`config.mk`:
```
export PLATFORM = sky130hd
export DESIGN_NAME = evt_irq_bank
export DESIGN_NICKNAME = d
export VERILOG_FILES = /design/src/rtl/evt_irq_pkg.sv /design/src/rtl/evt_rst_sync.sv /design/src/rtl/evt_mask_reg.sv /design/src/rtl/evt_status_bank.sv /design/src/rtl/evt_irq_combine.sv /design/src/rtl/evt_irq_bank.sv
export SDC_FILE = /design/constraint.sdc
export NUM_CORES = 1
export LEC_CHECK = 0
export BUFFER_PORTS_ARGS = -buffer_cell sky130_fd_sc_hd__buf_2
export CAP_MARGIN = 10
export CORE_MARGIN = 8
export CORE_UTILIZATION = 48
export DETAILED_ROUTE_END_ITERATION = 7
export MAX_ROUTING_LAYER = met4
export PLACE_DENSITY = 0.79
export SLEW_MARGIN = 20
export SYNTH_ARGS = -nofsm -noshare
export SYNTH_HDL_FRONTEND = slang
export SYNTH_SLANG_ARGS = --single-unit
```
`constraint.sdc`:
```
create_clock -name clk -period 2.05 [get_ports clk]
set_input_delay 0.1025 -clock clk [delete_from_list [all_inputs] [get_ports clk]]
set_output_delay 0.1025 -clock clk [all_outputs]
set_load 0.01 [all_outputs]
```
`src/rtl/evt_irq_pkg.sv`:
```
package evt_irq_pkg;
  localparam int unsigned DW        = 32;
  localparam int unsigned CARD_BIT  = 8;
  localparam int unsigned SUM_BIT   = 15;
  localparam int unsigned ERR_LO    = 16;
  // implemented event bits, card level included, summary excluded
  localparam logic [DW-1:0] EVT_MASK  = 32'h317F_0137;
  localparam logic [DW-1:0] VALID_MSK = EVT_MASK | (32'd1 << SUM_BIT);

  typedef enum logic [1:0] {
    SEL_STATUS  = 2'd0,
    SEL_LATCHEN = 2'd1,
    SEL_LINEEN  = 2'd2,
    SEL_HOLE    = 2'd3
  } reg_sel_e;
endpackage

```
`src/rtl/evt_rst_sync.sv`:
```
module evt_rst_sync #(
  parameter int unsigned STAGES = 2
) (
  input  logic clk,
  input  logic rst_n,
  output logic rst_q_n
);
  logic [STAGES-1:0] sync_q;
  logic [STAGES-1:0] sync_d;

  always_comb sync_d = {sync_q[STAGES-2:0], 1'b1};

  always_ff @(posedge clk or negedge rst_n) begin
    if (!rst_n) sync_q <= '0;
    else        sync_q <= sync_d;
  end

  assign rst_q_n = sync_q[STAGES-1];
endmodule

```
`src/rtl/evt_mask_reg.sv`:
```
module evt_mask_reg #(
  parameter int unsigned     W    = 32,
  parameter logic [W-1:0]    KEEP = '1
) (
  input  logic         clk,
  input  logic         rst_n,
  input  logic         we,
  input  logic [W-1:0] wdata,
  output logic [W-1:0] q
);
  logic [W-1:0] mask_q;
  logic [W-1:0] mask_d;

  always_comb mask_d = wdata & KEEP;

  always_ff @(posedge clk or negedge rst_n) begin
    if (!rst_n)  mask_q <= '0;
    else if (we) mask_q <= mask_d;
  end

  assign q = mask_q;
endmodule

```
`src/rtl/evt_status_bank.sv`:
```
module evt_status_bank #(
  parameter int unsigned  W        = 32,
  parameter logic [W-1:0] EVT_MASK = '0,
  parameter int unsigned  CARD_BIT = 8,
  parameter int unsigned  SUM_BIT  = 15,
  parameter int unsigned  ERR_LO   = 16
) (
  input  logic         clk,
  input  logic         rst_n,
  input  logic [W-1:0] evt,
  input  logic         card_lvl,
  input  logic [W-1:0] latch_en,
  input  logic [W-1:0] clr,
  output logic [W-1:0] stat_raw,
  output logic [W-1:0] stat_view
);
  localparam logic [W-1:0] PULSE_MSK = EVT_MASK & ~(W'(1) << CARD_BIT);
  localparam logic [W-1:0] SUM_ONE   = W'(1) << SUM_BIT;

  for (genvar i = 0; i < W; i++) begin : g_bit
    if (i == CARD_BIT) begin : g_card
      logic lvl_q;
      logic lvl_d;
      always_comb lvl_d = card_lvl & latch_en[i];
      always_ff @(posedge clk or negedge rst_n) begin
        if (!rst_n) lvl_q <= 1'b0;
        else        lvl_q <= lvl_d;
      end
      assign stat_raw[i] = lvl_q;
    end else if (PULSE_MSK[i]) begin : g_evt
      logic ev_q;
      logic ev_d;
      logic ev_upd;
      always_comb begin
        ev_upd = clr[i] | evt[i];
        ev_d   = (ev_q & ~clr[i]) | (evt[i] & latch_en[i]);
      end
      always_ff @(posedge clk or negedge rst_n) begin
        if (!rst_n)      ev_q <= 1'b0;
        else if (ev_upd) ev_q <= ev_d;
      end
      assign stat_raw[i] = ev_q;
    end else begin : g_none
      assign stat_raw[i] = 1'b0;
    end
  end

  logic err_any;
  always_comb begin
    err_any   = |stat_raw[W-1:ERR_LO];
    stat_view = stat_raw | (err_any ? SUM_ONE : '0);
  end

  logic unused_bits;
  assign unused_bits = ^{evt & ~PULSE_MSK, clr & ~PULSE_MSK, latch_en & ~EVT_MASK};
endmodule

```
`src/rtl/evt_irq_combine.sv`:
```
module evt_irq_combine #(
  parameter int unsigned W = 32
) (
  input  logic [W-1:0] stat_view,
  input  logic [W-1:0] line_en,
  output logic         irq
);
  logic [W-1:0] hit;
  always_comb begin
    hit = stat_view & line_en;
    irq = |hit;
  end
endmodule

```
`src/rtl/evt_irq_bank.sv`:
```
module evt_irq_bank
  import evt_irq_pkg::*;
(
  input  logic          clk,
  input  logic          rst_n,
  input  logic [DW-1:0] evt_pulse,
  input  logic          card_lvl,
  input  logic          reg_wr,
  input  logic [1:0]    reg_sel,
  input  logic [DW-1:0] reg_wdata,
  output logic [DW-1:0] reg_rdata,
  output logic          irq_o
);
  logic          rst_q_n;
  logic          we_stat, we_latch, we_line;
  logic [DW-1:0] clr_bits;
  logic [DW-1:0] latch_en_q, line_en_q;
  logic [DW-1:0] stat_raw, stat_view;

  evt_rst_sync #(.STAGES(2)) u_rst (
    .clk(clk), .rst_n(rst_n), .rst_q_n(rst_q_n)
  );

  always_comb begin
    we_stat  = reg_wr && (reg_sel == SEL_STATUS);
    we_latch = reg_wr && (reg_sel == SEL_LATCHEN);
    we_line  = reg_wr && (reg_sel == SEL_LINEEN);
    clr_bits = we_stat ? reg_wdata : '0;
  end

  evt_mask_reg #(.W(DW), .KEEP(VALID_MSK)) u_latch_en (
    .clk(clk), .rst_n(rst_q_n), .we(we_latch), .wdata(reg_wdata), .q(latch_en_q)
  );

  evt_mask_reg #(.W(DW), .KEEP(VALID_MSK)) u_line_en (
    .clk(clk), .rst_n(rst_q_n), .we(we_line), .wdata(reg_wdata), .q(line_en_q)
  );

  evt_status_bank #(
    .W(DW), .EVT_MASK(EVT_MASK), .CARD_BIT(CARD_BIT),
    .SUM_BIT(SUM_BIT), .ERR_LO(ERR_LO)
  ) u_status (
    .clk(clk), .rst_n(rst_q_n), .evt(evt_pulse), .card_lvl(card_lvl),
    .latch_en(latch_en_q), .clr(clr_bits),
    .stat_raw(stat_raw), .stat_view(stat_view)
  );

  evt_irq_combine #(.W(DW)) u_irq (
    .stat_view(stat_view), .line_en(line_en_q), .irq(irq_o)
  );

  always_comb begin
    unique case (reg_sel)
      SEL_STATUS:  reg_rdata = stat_view;
      SEL_LATCHEN: reg_rdata = latch_en_q;
      SEL_LINEEN:  reg_rdata = line_en_q;
      default:     reg_rdata = '0;
    endcase
  end
endmodule

```
## Word-level counts from Yosys, hierarchy flattened

Cells that the tools add are included.

| word-level totals | value |
|---|---|
| flip-flop bits (word level) | 52 |
| output and inout bits | 33 |
| word-level logic and storage cells | 108 |

| cells by class | value |
|---|---|
| eq/ne operators | 2 |
| multiplexer cells | 3 |
| reduce and logical (&&, ||, !) cells | 6 |
| bitwise gates (word level) | 78 |

Operator list:

| cell | count |
|---|---|
| 32-bit one-hot mux with 3 select lines | 1 |
| 32-bit by 30-bit AND with 32-bit output | 1 |
| 30-bit by 32-bit OR with 32-bit output | 1 |
| 32-bit OR reduction | 1 |
| 1-bit AND | 31 |
| 30-bit two-way mux | 1 |
| 1-bit OR | 30 |
| 16-bit two-way mux | 1 |
| 1-bit NOT | 15 |
| 10-bit OR reduction | 1 |
| 1-bit logical AND | 3 |
| 2-bit by 1-bit == test with 1-bit output, second input constant | 1 |
| 2-bit == test, second input constant | 1 |
| 2-bit logical NOT | 1 |

## Longest topological paths before layout

Gate-level depths: netlist of run 1.

| logic depth | value |
|---|---|
| depth in word-level cells | 6 |
| depth in mapped cells | 5 |

## Cells and area by module

From an unflattened synthesis of run 1, not the netlist that was laid out.

| second synthesis, totals | value |
|---|---|
| cells, all modules | 374 |
| area, all modules | 3873.7 um^2 |

Modules (own cells, without submodules):

| module | cells each | sequential area each (um^2) | instances | area each (um^2) |
|---|---|---|---|---|
| evt_mask_reg | 52 | 425.4 | 2 | 802.0 |
| evt_status_bank | 130 | 400.4 | 1 | 1097.3 |
| evt_irq_bank | 116 | 0.0 | 1 | 960.9 |
| evt_irq_combine | 21 | 0.0 | 1 | 157.7 |
| evt_rst_sync | 3 | 50.0 | 1 | 53.8 |

## Worst setup path before layout of run 1

OpenSTA, ideal clock, no wires.

| path | value |
|---|---|
| path type | register to output |
| start | register u_status.g_bit[29].g_evt.ev_q |
| end | output irq_o |
| path buffers | 0 |
| arrival | 1175 ps |
| data required time | 1947 ps |
| stages on the path, launching flop included | 4 |
| setup slack | 773 ps |
| cells stage by stage | dfrtp_1 nor4_1 a31oi_1 or3_1 |

| between the ends | value |
|---|---|
| word-level cells in the longest chain between the ends | 5 |

Ends and longest elaborated chain:

| element | RTL line | source |
|---|---|---|
| from (decl) | evt_status_bank.sv:31 | `logic ev_q;` |
| from (signal assigned) | evt_status_bank.sv:40 | `else if (ev_upd) ev_q <= ev_d;` |
| 10-bit OR reduction | evt_status_bank.sv:50 | `err_any = \|stat_raw[W-1:ERR_LO];` |
| 16-bit two-way mux | evt_status_bank.sv:51 | `stat_view = stat_raw \| (err_any ? SUM_ONE : '0);` |
| 30-bit by 32-bit OR with 32-bit output (*) | evt_status_bank.sv:51 |  |
| 32-bit by 30-bit AND with 32-bit output (*) | evt_irq_combine.sv:10 | `hit = stat_view & line_en;` |
| 32-bit OR reduction (*) | evt_irq_combine.sv:11 | `irq = \|hit;` |
| to (decl) | evt_irq_bank.sv:12 | `output logic irq_o` |

Every way passes the cells marked *; elsewhere a longest branch is shown, timed or not.

## Worst setup path after layout of run 1

Ends and elaborated chain as after synthesis.

==> qor.json, run 1 <==
{
  "run_status": {"value": "finished, final reports clean"},
  "synthesis.instances": {"value": 215},
  "async_flop_share": {"value": 100, "unit": "%"},
  "htree_depth": {"value": 2},
  "cts_max_path_buffers": {"value": 2},
  "synthesis.area": {"value": 0.00259, "unit": "sq mm"},
  "edff_count_synth": {"value": 0},
  "syn_to_final_growth": {"value": 14.7, "unit": "%"},
  "clock.fmax": {"value": 0.522, "unit": "GHz"},
  "grtUsageTotal": {"value": 16.6, "unit": "%"},
  "netlist-cell-type-count": {"value": 27},
  "die_footprint": {"value": 0.00801, "unit": "sq mm"},
  "grt_antenna_before_repair": {"value": 0},
  "syn-mean-instance-area": {"value": 12.1, "unit": "sq um"},
  "yosysTopAreaCellShare": {"value": 50.2, "unit": "%"},
  "place.port_buffers": {"value": 55},
  "clock_transition_at_path_regs": {"value": 0.09, "unit": "ns"},
  "final_critical_path_setup_slack": {"value": 0.133, "unit": "ns"},
  "detail_route.iter0.violations": {"value": 131},
  "final_max_slew_viol_count": {"value": 0},
  "end_kind": {"value": "output port"},
  "worst_skew_pair.late_latency": {"value": 0.30, "unit": "ns"},
  "synth-warning-count": {"value": 0},
  "drtPass1Iterations": {"value": 4},
  "tns": {"value": 0, "unit": "ns"},
  "cp_cell_sequence": {"value": "nor4_1 -> a31oi_1 -> or3_1 -> buf_2"},
  "crit_fanout": {"value": 4},
  "remaining_drc_errors": {"value": 0},
  "synth_flop_cell": {"value": "sky130_fd_sc_hd__dfrtp_1"},
  "antennaDiodeCount": {"value": 0},
  "post-route-period-util": {"value": 93.5, "unit": "%"},
  "synthTopCellsByArea": {"value": "sky130_fd_sc_hd__dfrtp_1, sky130_fd_sc_hd__mux2_2, sky130_fd_sc_hd__mux2i_1"},
  "power_per_cell_area": {"value": 843, "unit": "mW/mm^2"},
  "grt_start_max_net_pins": {"value": 22},
  "pre_cts_ws": {"value": 0.477, "unit": "ns"},
  "cp.arrival": {"value": 1.81, "unit": "ns"},
  "cts_made_buffers": {"value": 5},
  "synth.cells.most_frequent": {"value": "sky130_fd_sc_hd__dfrtp_1, sky130_fd_sc_hd__nand2_1, sky130_fd_sc_hd__mux2_2"},
  "tritoncts_clock_tree": {"value": "built"},
  "setup-violations-final": {"value": 0},
  "critical_path.startpoint_type": {"value": "flip-flop"},
  "final_util": {"value": 57.5, "unit": "%"},
  "worst_ep_required_time": {"value": 1.95, "unit": "ns"},
  "floorplan.initialDensity": {"value": 50.1, "unit": "%"},
  "synthDominantAreaCellType": {"value": "sky130_fd_sc_hd__dfrtp_1"},
  "gp_congestion": {"value": 0.745},
  "antenna_left": {"value": 0},
  "final_period_minus_worst_setup_slack": {"value": 1.92, "unit": "ns"},
  "setup_repair_after_global_routing_missed_its_margin": {"value": "false"},
  "finClkSkew": {"value": 0.00720, "unit": "ns"},
  "vias_per_cell": {"value": 5.46},
  "ios": {"value": 103},
  "wirelength": {"value": 6120, "unit": "microns"},
  "total_leakage_power": {"value": 0.00145, "unit": "uW"},
  "num_vias": {"value": 1882},
  "core": {"value": 0.00517, "unit": "sq mm"},
  "dp_hpwl": {"value": 4560, "unit": "microns"},
  "placement_rows": {"value": 26},
  "cts.sink_count": {"value": 52},
  "grt_overflow_total": {"value": 0},
  "wire_length_of_the_first_global_routing_pass": {"value": 9720, "unit": "microns"},
  "ir_drop": {"value": 0.525, "unit": "mV"},
  "hold_viol": {"value": 0},
  "drive_gt1_share": {"value": 38.2, "unit": "%"},
  "total_power": {"value": 2510, "unit": "uW"},
  "via_count_of_the_first_global_routing_pass": {"value": 1960},
  "synthMostInstantiatedCell": {"value": "sky130_fd_sc_hd__dfrtp_1"},
  "clk_root_buffer_cell": {"value": "sky130_fd_sc_hd__clkbuf_8"},
  "die-height": {"value": 89.5, "unit": "microns"},
  "die_w": {"value": 89.5, "unit": "microns"},
  "ys_seq_elements": {"value": 52},
  "slowest_delay": {"value": 0.46, "unit": "ns"},
  "worst-setup-path-type": {"value": "reg -> out"},
  "hold_path.class": {"value": "in -> reg"},
  "final_nets": {"value": 344},
  "maxCapViolCount": {"value": 0},
  "slowest_stage": {"value": "sky130_fd_sc_hd__nor4_1"},
  "drt-wirelength-per-cell": {"value": 17.7, "unit": "microns"},
  "synth_seq_area_share": {"value": 50.2, "unit": "%"},
  "cts_setup_buffers": {"value": 0}
}
-- cell usage in the layout (no fill, tap or decap), drive strengths merged, types with 2 or more instances in the layout --
cell    instances
conb           16
buf            61
nand4           2
a22oi           8
nor4            2
nand2          33
clkbuf          8
a22o           15
mux2           34
o21ai          16
dfrtp          52
nand3b          2
mux2i          16
-- through the flow --
stage               hold slack (ns)  cells  cell area, sq um
finish                       0.0204    345              2970
global route                 0.0126    345              2970
CTS                          0.0164    345              2970
detailed placement           -0.109    336              2870
global placement             -0.111    336              2870
floorplan                    -0.193    229              2650
-- final cells by class --
cell class | count | area, sq um
clock buffer | 8 | 90.1
fill | 441 | 2200
inverter | 1 | 3.75
multi-input combinational | 152 | 1160
sequential | 52 | 1300
tap | 70 | 87.6
timing repair buffer | 62 | 330
-- kinds of logic after synthesis --
kind of cell,share of synthesized area (%)
buf+inv,7.14
simple gates,8.88
mux,22.4
other cells,0.290
compound gates,11.1
flops,50.2
-- power breakdown --
part           total, uW  internal [uW]  switching [uW]
registers           1360           1200             160
logic                543            299             244
clock network        598            276             322
-- critical path: cells and delay by family (launching register included) --
kind	cells	cell delay [ns]
AOI/OAI and AO/OA	1	0.13
buffers and inverters	1	0.16
DFF	1	0.42
and+or+nand+nor	2	0.80
-- flip-flops by register name, indices dropped and copies added, names as in the netlist --
signal,cells
u_status.g_bit.g_card.lvl_q,1
u_status.g_bit.g_evt.ev_q,15
u_line_en.q,17
u_rst.sync_q,2
u_latch_en.q,17
-- final timing paths --
path / from / end / slack (ns) / cells past startpoint
max in group asynchronous: u_rst.sync_q[1] / u_status.g_bit[20].g_evt.ev_q / 1.29 / 1
max: u_status.g_bit[29].g_evt.ev_q / irq_o / 0.13 / 4
min: evt_pulse[17] / u_status.g_bit[17].g_evt.ev_q / 0.02 / 2
min reg2reg: u_rst.sync_q[1] / u_line_en.q[29] / 0.17 / 0
min in group asynchronous: rst_n / u_rst.sync_q[1] / 0.11 / 2
max reg2reg: u_line_en.q[4] / u_line_en.q[4] / 1.26 / 1
-- layer usage --
layer	part of all wire (%)	GRT usage (%)	up-vias	wire (microns)
met5	0	-	-	0
met4	1.3	5.44	0	80
li1	-	-	857	-
met3	6.9	3.68	9	423
met1	43	20.2	952	2640
met2	49	26.6	64	2970
-- repair_timing --
action                                 CTS  global route
hold buffers                             1             0
resized for setup                        0             0
endpoints found under the hold margin    2             0
Note: power is estimated with default switching activity, not from simulation.
==> run 2, diff against run 1 <==
- BUFFER_PORTS_ARGS: -buffer_cell sky130_fd_sc_hd__buf_2 -> unset
- CORE_UTILIZATION: 48 -> 50
- DONT_BUFFER_PORTS: unset -> 1
- PLACE_DENSITY: 0.79 -> 0.75
==> run 2 against run 1 <==
Compared with the run above:
- sequential share of layout area fell by 2.4 points
- clock power is 5.4% higher
- critical path depth fell by 1
- sequential power about the same
- final area rose by 5.7%
- first-iteration DRC count shrank 24%
- utilization rose by 4.9 points
==> qor.json, run 2 (synthesized netlist as in run 1, its figures left out) <==
{
  "run_status": {"value": "finished, final reports clean"},
  "clk_root_buffer_cell": {"value": "sky130_fd_sc_hd__clkbuf_8"},
  "wire_length_of_the_first_global_routing_pass": {"value": 9950, "unit": "microns", "change": "+2.3%"},
  "hold_viol": {"value": 0, "change": "unchanged"},
  "grtUsageTotal": {"value": 17.3, "unit": "%", "change": "+0.75 points"},
  "htree_depth": {"value": 2, "change": "unchanged"},
  "tightestPinTransition": {"value": 0.781, "unit": "ns"},
  "grt_antenna_before_repair": {"value": 0, "change": "unchanged"},
  "final_cell_mix": {"value": "sky130_fd_sc_hd__dfrtp_1, sky130_fd_sc_hd__dlygate4sd3_1, sky130_fd_sc_hd__nand2_1"},
  "cts_max_path_buffers": {"value": 2, "change": "unchanged"},
  "maxCapViolCount": {"value": 0, "change": "unchanged"},
  "clock_transition_at_path_regs": {"value": 0.09, "unit": "ns", "change": "about the same"},
  "placement_rows": {"value": 26, "change": "unchanged"},
  "critical_path.startpoint_type": {"value": "flip-flop"},
  "wirelength": {"value": 6350, "unit": "microns", "change": "+3.8%"},
  "detail_route.iter0.violations": {"value": 99, "change": "-24%"},
  "tritoncts_clock_tree": {"value": "built"},
  "worst_relative_slew_slack": {"value": 47.9, "unit": "%"},
  "place.port_buffers": {"value": 0, "change": "-100%"},
  "hold_path.class": {"value": "in -> async"},
  "grt_overflow_total": {"value": 0, "change": "unchanged"},
  "worst_skew_pair.late_latency": {"value": 0.30, "unit": "ns", "change": "about the same"},
  "die_w": {"value": 88.0, "unit": "microns", "change": "-1.7%"},
  "cp.arrival": {"value": 1.66, "unit": "ns", "change": "-0.15 ns"},
  "globalRouteMet2Util": {"value": 28.5, "unit": "%", "change": "+1.9 points"},
  "grt_start_max_net_pins": {"value": 36, "change": "+64%"},
  "cts_made_buffers": {"value": 5, "change": "unchanged"},
  "end_kind": {"value": "output port"},
  "finClkSkew": {"value": 0.00669, "unit": "ns", "change": "-0.000513 ns"},
  "syn_to_final_growth": {"value": 21.2, "unit": "%"},
  "num_vias": {"value": 1847, "change": "-1.9%"},
  "antennaDiodeCount": {"value": 0, "change": "unchanged"},
  "hold_ws": {"value": 0.0198, "unit": "ns", "change": "-0.000620 ns"},
  "die_footprint": {"value": 0.00774, "unit": "sq mm", "change": "-3.3%"},
  "final_common_cell": {"value": "sky130_fd_sc_hd__dfrtp_1"},
  "final_period_minus_worst_setup_slack": {"value": 1.76, "unit": "ns", "change": "-0.152 ns"},
  "post-route-period-util": {"value": 86.1, "unit": "%", "change": "-7.4 points"},
  "drt-wirelength-per-cell": {"value": 19.1, "unit": "microns", "change": "+7.5%"},
  "crit_fanout": {"value": 4, "change": "unchanged"},
  "via_count_of_the_first_global_routing_pass": {"value": 1976, "change": "+0.82%"},
  "use_met3": {"value": 4.88, "unit": "%", "change": "+1.2 points"},
  "core": {"value": 0.00504, "unit": "sq mm", "change": "-2.5%"},
  "ios": {"value": 103, "change": "unchanged"},
  "remaining_drc_errors": {"value": 0, "change": "unchanged"},
  "post_cts_resize_count": {"value": 0, "change": "unchanged"},
  "most_used_routing_layer_in_global_routing": {"value": "met2"},
  "final.fill_count": {"value": 406, "change": "-7.9%"},
  "clock.fmax": {"value": 0.567, "unit": "GHz", "change": "+8.6%"},
  "ir_drop": {"value": 0.587, "unit": "mV", "change": "+12%"},
  "final_critical_path_setup_slack": {"value": 0.285, "unit": "ns", "change": "+0.152 ns"},
  "final_max_slew_viol_count": {"value": 0, "change": "unchanged"},
  "vias_per_cell": {"value": 5.55, "change": "+1.7%"},
  "tns": {"value": 0, "unit": "ns", "change": "unchanged"},
  "final_nets": {"value": 332, "change": "-3.5%"},
  "drive_gt1_share": {"value": 18.6, "unit": "%", "change": "-20 points"},
  "total_leakage_power": {"value": 0.00139, "unit": "uW", "change": "-4.1%"},
  "floorplan.initialDensity": {"value": 51.4, "unit": "%", "change": "+1.3 points"},
  "power_per_cell_area": {"value": 811, "unit": "mW/mm^2", "change": "-3.8%"},
  "setup-violations-final": {"value": 0, "change": "unchanged"},
  "worst_ep_required_time": {"value": 1.95, "unit": "ns", "change": "about the same"},
  "drtPass1Iterations": {"value": 4, "change": "unchanged"},
  "worst-setup-path-type": {"value": "reg -> out"},
  "setup_repair_after_global_routing_missed_its_margin": {"value": "false"},
  "regToRegSetupSlack": {"value": 0.73, "unit": "ns", "change": "-0.53 ns"},
  "pre_cts_ws": {"value": 0.628, "unit": "ns", "change": "+0.151 ns"},
  "grt.met1_usage": {"value": 20.1, "unit": "%", "change": "-0.087 points"},
  "die-height": {"value": 88.0, "unit": "microns", "change": "-1.7%"},
  "antenna_left": {"value": 0, "change": "unchanged"},
  "cts.sink_count": {"value": 52, "change": "unchanged"},
  "gp_congestion": {"value": 0.747, "change": "+0.21%"},
  "dp_hpwl": {"value": 4180, "unit": "microns", "change": "-8.3%"}
}
[run 2: cell types whose count changed in the layout (fill, tap and decap cells not counted), sizes merged]
cell and change:
dlygate4sd3 +45, buf -57
[run 2: cell type report]
cell class / count / area, sq um / area share (%)
clock buffer: 8 / 100 / 3.18
inverter: 1 / 3.75 / 0.119
multi-input combinational: 152 / 1160 / 36.9
sequential: 52 / 1300 / 41.4
tap: 70 / 87.6 / 2.79
timing repair buffer: 50 / 490 / 15.6
[run 2: worst paths after layout]
check                      cells past startpoint                            end                          start
setup / recovery                               3                          irq_o  u_status.g_bit[29].g_evt.ev_q
hold / removal                                 1                u_rst.sync_q[0]                          rst_n
setup reg to reg                               2  u_status.g_bit[29].g_evt.ev_q               u_latch_en.q[29]
hold reg to reg                                0   u_status.g_bit[5].g_evt.ev_q                u_rst.sync_q[1]
max in group asynchronous                      1                 u_line_en.q[2]                u_rst.sync_q[1]
min in group clk                               2                 u_line_en.q[0]                         reg_wr
[run 2: per-layer routing]
layer  vias to the layer above  routed length, microns
met2                        64                    3180
li1                        837                       -
met4                         0                      65
met1                       938                    2640
met3                         8                     471
met5                         -                       0
[run 2: what timing repair did]
item | in CTS | in global routing
hold buffers | 46 | 0
buffers inserted | 0 | 0
hold endpoints to repair | 52 | 0
[run 2: power by group]
group | switching, uW | total, uW | internal [uW]
sequential | 170 | 1370 | 1200
clock | 321 | 630 | 309
combinational | 218 | 543 | 325
[run 2: metrics by stage]
| step | utilization, % | cells | area [sq um] | total power (uW) |
|---|---|---|---|---|
| 6_report | 62.3 | 333 | 3140 | 2550 |
| 5_1_grt | 62.3 | 333 | 3140 | 2670 |
| 4_1_cts | 62.3 | 333 | 3140 | 2560 |
| 3_5_place_dp | 51.2 | 279 | 2580 | 1820 |
| 3_3_place_gp | 51.2 | 279 | 2580 | 1800 |
| 2_1_floorplan | - | 229 | 2650 | 1740 |
[run 2: critical path: stages (launching register included)]
cell and delay, ns:
sky130_fd_sc_hd__dfrtp_1 0.43, sky130_fd_sc_hd__nor4_1 0.41, sky130_fd_sc_hd__a31oi_1 0.12, sky130_fd_sc_hd__or3_1 0.40
==> run 3, diff against run 2 <==
- CELL_PAD_IN_SITES_DETAIL_PLACEMENT: unset -> 1
- CELL_PAD_IN_SITES_GLOBAL_PLACEMENT: unset -> 2
- CORE_UTILIZATION: 50 -> 42
- PLACE_DENSITY: 0.75 -> 0.94
- clock period: 2.05 -> 2.2 ns (I/O delays scaled with it)
==> run 3 against run 2 <==
Compared with the run above:
- hold slack worse by 0.013 ns
- final area decreased by 1.6%
- critical endpoint unchanged
- cell count fell by 0.90%
==> qor.json, run 3 (synthesized netlist as in run 1, its figures left out) <==
{
  "run_status": {"value": "finished, final reports clean"},
  "setup.worst_path.start": {"value": "u_status.g_bit[29].g_evt.ev_q"},
  "antennaDiodeCount": {"value": 0, "change": "unchanged"},
  "grt_antenna_before_repair": {"value": 0, "change": "unchanged"},
  "post-route-period-util": {"value": 83.3, "unit": "%"},
  "place.port_buffers": {"value": 0, "change": "unchanged"},
  "detail_route.iter0.violations": {"value": 24, "change": "-76%"},
  "syn_to_final_growth": {"value": 19.4, "unit": "%"},
  "crit_cells": {"value": 3, "change": "unchanged"},
  "clk_root_buffer_cell": {"value": "sky130_fd_sc_hd__clkbuf_8"},
  "die-height": {"value": 94.6, "unit": "microns", "change": "+7.5%"},
  "drt-wirelength-per-cell": {"value": 20.6, "unit": "microns", "change": "+7.9%"},
  "power_per_cell_area": {"value": 782, "unit": "mW/mm^2", "change": "-3.6%"},
  "wire_length_of_the_first_global_routing_pass": {"value": 11100, "unit": "microns", "change": "+12%"},
  "holdPathStages": {"value": 2},
  "cts.sink_count": {"value": 52, "change": "unchanged"},
  "final_nets": {"value": 324, "change": "-2.4%"},
  "cp.arrival": {"value": 1.72, "unit": "ns", "change": "+0.06 ns"},
  "path_buf_inv": {"value": 0, "change": "unchanged"},
  "clock_transition_at_path_regs": {"value": 0.09, "unit": "ns", "change": "about the same"},
  "hold_ws": {"value": 0.00632, "unit": "ns", "change": "-0.0134 ns"},
  "die_footprint": {"value": 0.00894, "unit": "sq mm", "change": "+15%"},
  "finClkSkew": {"value": 0.00449, "unit": "ns", "change": "-0.00220 ns"},
  "critical_path.endpoint": {"value": "irq_o"},
  "crit-reg2reg-launch": {"value": "u_status.g_bit[16].g_evt.ev_q"},
  "core": {"value": 0.00596, "unit": "sq mm", "change": "+18%"},
  "end_kind": {"value": "output port"},
  "post_layout_nonfiller_instances": {"value": 330, "change": "-0.90%"},
  "worstRegToRegCells": {"value": 2, "change": "unchanged"},
  "cts_max_path_buffers": {"value": 2, "change": "unchanged"},
  "cts_setup_buffers": {"value": 0, "change": "unchanged"},
  "final_max_slew_viol_count": {"value": 0, "change": "unchanged"},
  "wirelength": {"value": 6790, "unit": "microns", "change": "+6.9%"},
  "worst-setup-path-type": {"value": "reg -> out"},
  "final_period_minus_worst_setup_slack": {"value": 1.83, "unit": "ns"},
  "cts_made_buffers": {"value": 5, "change": "unchanged"},
  "slowest_stage": {"value": "sky130_fd_sc_hd__nor4_1"},
  "clock.fmax": {"value": 0.545, "unit": "GHz"},
  "final_cell_mix": {"value": "sky130_fd_sc_hd__dfrtp_1, sky130_fd_sc_hd__dlygate4sd3_1, sky130_fd_sc_hd__nand2_1"},
  "setup-violations-final": {"value": 0, "change": "unchanged"},
  "dp.cells": {"value": 282, "change": "+1.1%"},
  "tightestPinTransition": {"value": 0.810, "unit": "ns", "change": "+0.0289 ns"},
  "regToRegSetupSlack": {"value": 0.89, "unit": "ns", "change": "+0.16 ns"},
  "ir_drop": {"value": 0.349, "unit": "mV", "change": "-41%"},
  "r2r_end": {"value": "u_status.g_bit[16].g_evt.ev_q"},
  "grtUsageTotal": {"value": 16.6, "unit": "%", "change": "-0.74 points"},
  "drive_gt1_share": {"value": 18.4, "unit": "%", "change": "-0.20 points"},
  "final.fill_count": {"value": 637, "change": "+57%"},
  "vias_per_cell": {"value": 5.55, "change": "about the same"},
  "maxCapViolCount": {"value": 0, "change": "unchanged"},
  "remaining_drc_errors": {"value": 0, "change": "unchanged"},
  "grt_start_max_net_pins": {"value": 27, "change": "-25%"},
  "hold_viol": {"value": 0, "change": "unchanged"},
  "hold_path.class": {"value": "in -> reg"},
  "ios": {"value": 103, "change": "unchanged"},
  "worst_ep_required_time": {"value": 2.09, "unit": "ns", "change": "+0.14 ns"},
  "critical_path.startpoint_type": {"value": "flip-flop"},
  "critical-path-top-delay-family": {"value": "simple AND/OR/NAND/NOR gates"},
  "worst_skew_pair.late_latency": {"value": 0.30, "unit": "ns", "change": "about the same"},
  "drtPass1Iterations": {"value": 4, "change": "unchanged"},
  "cp_cell_sequence": {"value": "nor4_1 -> a31oi_1 -> or3_1"},
  "slowest_delay": {"value": 0.46, "unit": "ns", "change": "+0.03 ns"},
  "pre_cts_ws": {"value": 0.698, "unit": "ns", "change": "+0.0697 ns"},
  "gp_congestion": {"value": 0.751, "change": "+0.60%"},
  "antenna_left": {"value": 0, "change": "unchanged"},
  "grt_overflow_total": {"value": 0, "change": "unchanged"},
  "num_vias": {"value": 1832, "change": "-0.81%"},
  "dp_hpwl": {"value": 4630, "unit": "microns", "change": "+11%"},
  "die_w": {"value": 94.6, "unit": "microns", "change": "+7.5%"},
  "via_count_of_the_first_global_routing_pass": {"value": 2109, "change": "+6.7%"},
  "placement_rows": {"value": 28, "change": "+7.7%"},
  "worst_relative_slew_slack": {"value": 46.0, "unit": "%", "change": "-2.0 points"},
  "tns": {"value": 0, "unit": "ns", "change": "unchanged"},
  "final_critical_path_setup_slack": {"value": 0.367, "unit": "ns", "change": "+0.0818 ns"},
  "final_util": {"value": 52.0, "unit": "%", "change": "-10 points"},
  "tritoncts_clock_tree": {"value": "built"},
  "floorplan.initialDensity": {"value": 43.5, "unit": "%", "change": "-7.9 points"},
  "setup_repair_after_global_routing_missed_its_margin": {"value": "false"},
  "crit_fanout": {"value": 4, "change": "unchanged"},
  "total_leakage_power": {"value": 0.00137, "unit": "uW", "change": "-1.1%"},
  "htree_depth": {"value": 2, "change": "unchanged"},
  "final_common_cell": {"value": "sky130_fd_sc_hd__dfrtp_1"}
}
[run 3: cell count changes in the layout (fill, tap and decap cells not counted)]
cell                            change
sky130_fd_sc_hd__bufinv_16          +1
sky130_fd_sc_hd__buf_12             +1
sky130_fd_sc_hd__clkbuf_8           -2
sky130_fd_sc_hd__clkinv_2           +1
sky130_fd_sc_hd__dlygate4sd3_1      -6
sky130_fd_sc_hd__buf_4              -3
[run 3: timing repair]
| action | 4_1_cts | 5_1_grt |
|---|---|---|
| hold buffers | 40 | 0 |
| hold endpoints to repair | 52 | 0 |
| resized for setup | 0 | 0 |
[run 3: metrics by stage]
step	total power, uW	cell area (sq um)
after detailed placement	1710	2590
final	2420	3090
after CTS	2440	3090
after global routing	2550	3090
after global placement	1680	2590
after floorplan	1620	2650
[run 3: worst min path at each step]
stage / startpoint / end
6_report: reg_wdata[29] / u_status.g_bit[29].g_evt.ev_q
5_1_grt: rst_n / u_rst.sync_q[0]
4_1_cts: reg_wdata[29] / u_status.g_bit[29].g_evt.ev_q
3_5_place_dp: rst_n / u_rst.sync_q[0]
3_3_place_gp: rst_n / u_rst.sync_q[0]
2_1_floorplan: rst_n / u_rst.sync_q[0]
[run 3: where the power goes]
part	internal [uW]	switching [uW]	total, uW	leakage [uW]
Sequential	1120	159	1280	0.000585
Clock	338	312	650	0.0000552
Combinational	282	206	488	0.000733
[run 3: area by class of cell]
type | instances | area [sq um] | share of cell area (%)
clock buffers | 6 | 72.6 | 2.35
inverters | 1 | 3.75 | 0.121
multi-input cells | 152 | 1160 | 37.4
well taps | 75 | 93.8 | 3.03
repair buffers | 42 | 428 | 13.8
flip-flops and latches | 52 | 1300 | 42.1
clock inverters | 2 | 35.0 | 1.13
[run 3: per-layer routing]
metal	global-route usage, %	routed length [microns]	vias to the layer above
li1	-	-	819
met1	19.8	2890	946
met2	27.2	3410	54
met3	3.89	393	13
met4	4.81	100	0
met5	-	0	-
[run 3: worst register-to-register path, cell delays in order, from the launching register on]
cell and delay, ns:
sky130_fd_sc_hd__dfrtp_1 0.44, sky130_fd_sc_hd__a22o_1 0.21, sky130_fd_sc_hd__dlygate4sd3_1 0.55
